## src/rtl/piso_pkg.sv

```systemverilog
package piso_pkg;

  typedef enum logic [1:0] {
    CHAIN_HOLD  = 2'd0,
    CHAIN_LOAD  = 2'd1,
    CHAIN_SHIFT = 2'd2
  } chain_op_e;

  // Load overrides everything; a shift needs load inactive and an edge.
  function automatic chain_op_e pick_op(input logic load_n, input logic edge_seen);
    if (!load_n)
      return CHAIN_LOAD;
    else if (edge_seen)
      return CHAIN_SHIFT;
    else
      return CHAIN_HOLD;
  endfunction

endpackage

```

## src/rtl/piso_rst_sync.sv

```systemverilog
module piso_rst_sync #(
  parameter int STAGES = 2
) (
  input  logic clk,
  input  logic rst_n,
  output logic rst_n_s
);
  logic [STAGES-1:0] sync_q;

  always_ff @(posedge clk or negedge rst_n) begin
    if (!rst_n)
      sync_q <= '0;
    else
      sync_q <= {sync_q[STAGES-2:0], 1'b1};
  end

  assign rst_n_s = sync_q[STAGES-1];
endmodule

```

## src/rtl/piso_in_sample.sv

```systemverilog
module piso_in_sample #(
  parameter int W = 8
) (
  input  logic         clk,
  input  logic         rst_n,
  input  logic [W-1:0] par_in,
  input  logic         ld_n,
  input  logic         ser_in,
  input  logic         sclk_a,
  input  logic         sclk_b,
  output logic [W-1:0] par_q,
  output logic         ld_n_q,
  output logic         ser_q,
  output logic         a_q,
  output logic         b_q
);
  localparam int BUS_W = W + 4;

  logic [BUS_W-1:0] bus_d;
  logic [BUS_W-1:0] bus_q;
  logic             smp_en;

  always_comb begin
    smp_en = 1'b1;
    bus_d  = {par_in, ld_n, ser_in, sclk_a, sclk_b};
  end

  // Load control resets to 1 so no load is seen while reset releases.
  always_ff @(posedge clk or negedge rst_n) begin
    if (!rst_n)
      bus_q <= {{W{1'b0}}, 1'b1, 3'b000};
    else if (smp_en)
      bus_q <= bus_d;
  end

  assign par_q  = bus_q[BUS_W-1:4];
  assign ld_n_q = bus_q[3];
  assign ser_q  = bus_q[2];
  assign a_q    = bus_q[1];
  assign b_q    = bus_q[0];
endmodule

```

## src/rtl/piso_edge_det.sv

```systemverilog
module piso_edge_det (
  input  logic clk,
  input  logic rst_n,
  input  logic a,
  input  logic b,
  output logic rise
);
  logic comb_clk;
  logic prev_q;
  logic prev_d;
  logic hist_en;

  // OR of the pins equals the inverted two-input NOR.
  always_comb begin
    comb_clk = ~(~(a | b));
    prev_d   = comb_clk;
    hist_en  = 1'b1;
    rise     = comb_clk & ~prev_q;
  end

  always_ff @(posedge clk or negedge rst_n) begin
    if (!rst_n)
      prev_q <= 1'b0;
    else if (hist_en)
      prev_q <= prev_d;
  end
endmodule

```

## src/rtl/piso_shreg.sv

```systemverilog
module piso_shreg
  import piso_pkg::*;
#(
  parameter int W = 8
) (
  input  logic         clk,
  input  logic         rst_n,
  input  logic         load_n,
  input  logic         shift_edge,
  input  logic [W-1:0] par,
  input  logic         ser,
  output logic [W-1:0] q
);
  chain_op_e    op;
  logic [W-1:0] shifted;
  logic [W-1:0] q_d;
  logic         q_en;

  genvar i;
  generate
    for (i = 0; i < W; i++) begin : g_link
      if (i == 0) begin : g_head
        assign shifted[i] = ser;
      end else begin : g_body
        assign shifted[i] = q[i-1];
      end
    end
  endgenerate

  always_comb begin
    op   = pick_op(load_n, shift_edge);
    q_en = (op != CHAIN_HOLD);
    case (op)
      CHAIN_LOAD:  q_d = par;
      CHAIN_SHIFT: q_d = shifted;
      default:     q_d = q;
    endcase
  end

  always_ff @(posedge clk or negedge rst_n) begin
    if (!rst_n)
      q <= '0;
    else if (q_en)
      q <= q_d;
  end
endmodule

```

## src/rtl/piso_chain.sv

```systemverilog
module piso_chain #(
  parameter int W = 8
) (
  input  logic         clk,
  input  logic         rst_n,
  input  logic [W-1:0] par_in,
  input  logic         ld_n,
  input  logic         ser_in,
  input  logic         sclk_a,
  input  logic         sclk_b,
  output logic         ser_out,
  output logic         ser_out_n
);
  logic         rst_n_s;
  logic [W-1:0] par_q;
  logic         ld_n_q;
  logic         ser_q;
  logic         a_q;
  logic         b_q;
  logic         shift_edge;
  logic [W-1:0] chain_q;

  piso_rst_sync #(.STAGES(2)) u_rst (
    .clk     (clk),
    .rst_n   (rst_n),
    .rst_n_s (rst_n_s)
  );

  piso_in_sample #(.W(W)) u_smp (
    .clk    (clk),
    .rst_n  (rst_n_s),
    .par_in (par_in),
    .ld_n   (ld_n),
    .ser_in (ser_in),
    .sclk_a (sclk_a),
    .sclk_b (sclk_b),
    .par_q  (par_q),
    .ld_n_q (ld_n_q),
    .ser_q  (ser_q),
    .a_q    (a_q),
    .b_q    (b_q)
  );

  piso_edge_det u_edge (
    .clk   (clk),
    .rst_n (rst_n_s),
    .a     (a_q),
    .b     (b_q),
    .rise  (shift_edge)
  );

  piso_shreg #(.W(W)) u_reg (
    .clk        (clk),
    .rst_n      (rst_n_s),
    .load_n     (ld_n_q),
    .shift_edge (shift_edge),
    .par        (par_q),
    .ser        (ser_q),
    .q          (chain_q)
  );

  assign ser_out   = chain_q[W-1];
  assign ser_out_n = ~chain_q[W-1];
endmodule

```

## config.mk

```make
export PLATFORM = sky130hd
export DESIGN_NAME = piso_chain
export DESIGN_NICKNAME = d
export VERILOG_FILES = /design/src/rtl/piso_pkg.sv /design/src/rtl/piso_rst_sync.sv /design/src/rtl/piso_in_sample.sv /design/src/rtl/piso_edge_det.sv /design/src/rtl/piso_shreg.sv /design/src/rtl/piso_chain.sv
export SDC_FILE = /design/constraint.sdc
export NUM_CORES = 1
export LEC_CHECK = 0
export ABC_AREA = 1
export BUFFER_PORTS_ARGS = -buffer_cell sky130_fd_sc_hd__buf_4
export CORE_MARGIN = 2
export CORE_UTILIZATION = 46
export DETAILED_ROUTE_END_ITERATION = 16
export GPL_TIMING_DRIVEN = 0
export HOLD_SLACK_MARGIN = 0.06
export PLACE_DENSITY_LB_ADDON = 0.12
export SLEW_MARGIN = 30
export SYNTH_ARGS = -nofsm -noshare
export SYNTH_HDL_FRONTEND = slang
export SYNTH_SLANG_ARGS = --single-unit
```

## constraint.sdc

```tcl
create_clock -name clk -period 0.8 [get_ports clk]
set_input_delay 0.04 -clock clk [delete_from_list [all_inputs] [get_ports clk]]
set_output_delay 0.04 -clock clk [all_outputs]
set_load 0.02 [all_outputs]
```

[Word-level counts from Yosys, hierarchy flattened]
Cells that the tools add are included.
Operators by class
  multiplexer cells: 3
  bitwise operators: 4
  equality and inequality tests: 2
  reduce and logical (&&, ||, !) cells: 3
Operators with widths (count)
  case mux 8 bit (2 select lines): 1
  two-way mux 2 bit: 2
  nonzero test 2 bit: 2
  == test 2 x 1 -> 1 bit, second input constant: 1
  == test 2 bit, second input constant: 1
  inverter 1 bit: 2
  AND reduction 2 bit: 1
  bitwise AND 1 bit: 1
  bitwise OR 1 bit: 1
Word-level totals
  bits of input ports: 14
  register bits: 23
  word-level logic and storage cells: 16

[Logic depth before layout (Yosys ltp)]
  depth in word-level cells: 7
  gate-level depth with buffers: 5

[Hierarchy]
A second synthesis with hierarchy kept.
Unflattened totals
  cells, all modules: 65
  area, all modules: 809.5 µm²
By module, submodules not included
  piso_shreg: area each 411.6 µm², cells an instance 45, instances 1
  piso_in_sample: area each 301.5 µm², cells an instance 12, instances 1
  piso_rst_sync: area each 53.8 µm², cells an instance 3, instances 1
  piso_edge_det: area each 38.8 µm², cells an instance 4, instances 1
  piso_chain: area each 3.8 µm², cells an instance 1, instances 1

[Worst setup path before layout]
OpenSTA, ideal clock, no wires.
  kind: reg-to-reg
  start: reg u_smp.bus_q[3]
  end: reg u_reg.q[7]
  setup time: 125 ps
  path buffers: 1
  stages on the path, launching flop included: 5
  slack: -167 ps
  arrival time: 842 ps
  cell sequence: dfstp_2 -> buf_6 -> inv_1 -> nand2_1 -> nand3_1
Between the ends
  word-level cells in the longest chain between the ends: 4
Ends and longest elaborated chain
  from (decl): line piso_in_sample.sv:20  | logic [BUS_W-1:0] bus_q;
  from (signal assigned): line piso_in_sample.sv:31  | bus_q <= {{W{1'b0}}, 1'b1, 3'b000};
  from (signal assigned): line piso_in_sample.sv:33  | bus_q <= bus_d;
  two-way mux 2 bit *: line piso_pkg.sv:11  | if (!load_n)
  == test 2 x 1 -> 1 bit / == test 2 bit (equally long branches): line piso_shreg.sv:33  | case (op)
  nonzero test 2 bit (no source line)
  AND reduction 2 bit (no source line)
  to (signal assigned): line piso_shreg.sv:44  | q <= q_d;
  to (decl): line piso_shreg.sv:12  | output logic [W-1:0] q
Mark *: on every way between the ends. The rest lies on a longest branch, timed or not.
A chain may end at the register's enable or synchronous reset.

[Worst setup path after layout]
  start: reg u_smp.bus_q[3]
  end: reg u_reg.q[5]
The elaborated chain is that of the path after synthesis.

==> out/results.ini <==
[status]
status = finished with violations
violations = setup timing

[power]
internal-power_w = 0.00159
p_clk_frac = 0.241
powerDensity_mw_per_mm2 = 1820
ir_worst_vdd_v = 0.00137
switching_share = 0.233
leakagePower_nw = 0.550
p_switching_w = 0.000484
pwr-share-seq = 0.626
comb_power_share = 0.133

[setup_path]
worstPathRequired_ns = 1.04
cp_data_arrival_time_ns = 1.26
reg2reg_from = u_smp.bus_q[3]$_DFF_PN1_
cp-startpoint = u_smp.bus_q[3]$_DFF_PN1_
path_max_fanout = 10
startpoint_type = flop
setup.worst_path.class = flop to flop
cp-end-kind = flop

[floorplanning]
core_area_mm2 = 0.00169
rows = 15
ios = 16
dieArea_mm2 = 0.00212
die_y_um = 46.0
start_util = 0.481
die_w_um = 46.0

[clock_tree]
ctsHtreeMaxLevel = 1
ctsRootBufferMaster = clkbuf_4
clock_latency_ns = 0.30
clkSinkCount = 23
cts_buffer_depth = 2
cts_tree = yes
clk_pin_slew_ns = 0.12
numCtsBuffers = 3

[logic_synthesis]
synthArstFlopShare = 1.00
ys.flop_type = dfrtp_1
synth_area_leader_cell = dfrtp_1
netlist_area_um2 = 813
synth-edff-count = 0
yosysSeqAreaShare = 0.709
syn_area_per_cell_um2 = 12.5
synth_top_area_share = 0.677
synth_cells = 65
yosys_warnings = 0
syn_nets = 79
synth.most_common_cell = dfrtp_1
netlist-cell-type-count = 11
ys_top_cells_by_count = 22 x dfrtp_1, 16 x nand3_1, 8 x nand2_1, 8 x nand4_1, 4 x inv_1
synth_seq_cells = 23
synth.area.top_cells = dfrtp_1 68%, nand3_1 9.8%, nand4_1 6.2%

[final_layout]
syn2layout_area_growth_pct = 40.3
fin_nets = 114
diodes = 0
fin_util = 0.676
drive_above_1_share = 0.303

[timing]
fin_worst_skew_ns = 0.00826
setup-tns-final_ns = -1.76
clock.fmax_mhz = 988
fin_ws_ns = -0.212
hold_viol = 0
min_period_ns = 1.01
hold_slack_ns = 0.209
maxSlewViolCount = 0
finalCritPeriodShare = 1.27
rsz0062_at_grt = yes
setup_violations = 10

[global_route]
grt_pass1_vias = 524
grt_use_total = 0.143
grt-ovfl-total = 0
grt_max_degree = 22
grt_first_pass_wirelength_um = 2140
antenna_found_initial = 0

[drt]
via_count = 576
via_per_inst = 4.97
ant_nets = 0
post-route-drc-count = 0
drt-initial-drc-count = 8
wl_per_cell_um = 11.8
drt_pre_antenna_iters = 2
wl_um = 1370

[min_path]
worst_hold_path_type = flop to asynchronous set/reset pin

[placement]
pre_cts_ws_ns = -0.195
io_buffers = 15
dp_hpwl_um = 817
finalWeightedCongestion = 0.699

[run]
maxCapViolCount = 0

state kept, by name (all words and copies together) (netlist names):
signal,cells
u_rst.sync_q,2
u_reg.q,8
u_smp.bus_q,12
u_edge.prev_q,1
per-stage QoR:
stage | area, µm² | instances | total power (W)
floorplan | 813 | 65 | 0.00143
global placement | 947 | 97 | 0.00152
detailed placement | 947 | 97 | 0.00152
CTS | 1130 | 116 | 0.00210
global route | 1140 | 116 | 0.00219
finish | 1140 | 116 | 0.00208
worst paths after layout:
kind	slack (ns)	endpoint	cells past startpoint
min	0.21	u_smp.bus_q[5]$_DFF_PN0_	0
min reg2reg	0.21	u_smp.bus_q[5]$_DFF_PN0_	0
max in group asynchronous	0.07	u_rst.sync_q[1]$_DFF_PN0_	3
min in group clk	0.37	u_rst.sync_q[1]$_DFF_PN0_	0
max reg2reg	-0.21	u_reg.q[5]$_DFFE_PN0P_	4
max	-0.21	u_reg.q[5]$_DFFE_PN0P_	4
routing by layer:
| layer | track usage | share of wire | up-vias | wire (µm) |
|---|---|---|---|---|
| li1 | - | - | 285 | - |
| met1 | 0.193 | 0.44 | 281 | 606 |
| met2 | 0.231 | 0.53 | 10 | 725 |
| met3 | 0.0238 | 0.026 | 0 | 36 |
| met4 | 0.0514 | 0 | 0 | 0 |
| met5 | 0 | 0 | - | 0 |
cells in the final DEF, fill, tap and decap left out, drive strengths merged:
cell         Yosys  layout
buf              2      18
clkbuf           0       3
clkinv           0       1
conb             1       1
dfrtp           22      22
dfstp            1       1
dlygate4sd3      0      14
inv              5       5
nand2           10      10
nand3           16      16
nand4            8       8
power by group through the flow:
| stage | Sequential, W | Clock, W | Combinational (W) |
|---|---|---|---|
| 6_report | 0.00130 | 0.000502 | 0.000276 |
| 2_1_floorplan | 0.00132 | 0 | 0.000112 |
| 3_5_place_dp | 0.00132 | 0 | 0.000203 |
| 4_1_cts | 0.00130 | 0.000525 | 0.000272 |
| 3_3_place_gp | 0.00132 | 0 | 0.000199 |
| 5_1_grt | 0.00131 | 0.000575 | 0.000300 |
kinds of logic (layout without fill, tap and decap cells):
| family | after synthesis | after routing | synth area share |
|---|---|---|---|
| and+or+nand+nor | 34 | 34 | 0.225 |
| DFF | 23 | 23 | 0.709 |
| buffers and inverters | 7 | 41 | 0.0615 |
| other | 1 | 1 | 0.00461 |
final cells by class:
| cell class | count | area [µm²] |
|---|---|---|
| Clock inverter | 1 | 5.00 |
| Tap cell | 17 | 21.3 |
| Fill cell | 126 | 548 |
| Buffer | 2 | 31.3 |
| Clock buffer | 3 | 22.5 |
| Multi-Input combinational cell | 35 | 196 |
| Sequential cell | 23 | 578 |
| Inverter | 5 | 18.8 |
| Timing Repair Buffer | 30 | 268 |
worst max-delay path: stages, from the launching register on:
cell	delay, ns
dfstp_2	0.54
buf_6	0.13
buf_12	0.13
nand3_1	0.08
nand3_1	0.09
repair_timing:
action	4_1_cts	5_1_grt
hold buffers	14	0
resized for setup	3	2
endpoints found under the setup margin	31	10
setup buffers	1	0
hold endpoints to repair	14	0
No activity file was read; power rests on OpenSTA's default activity.
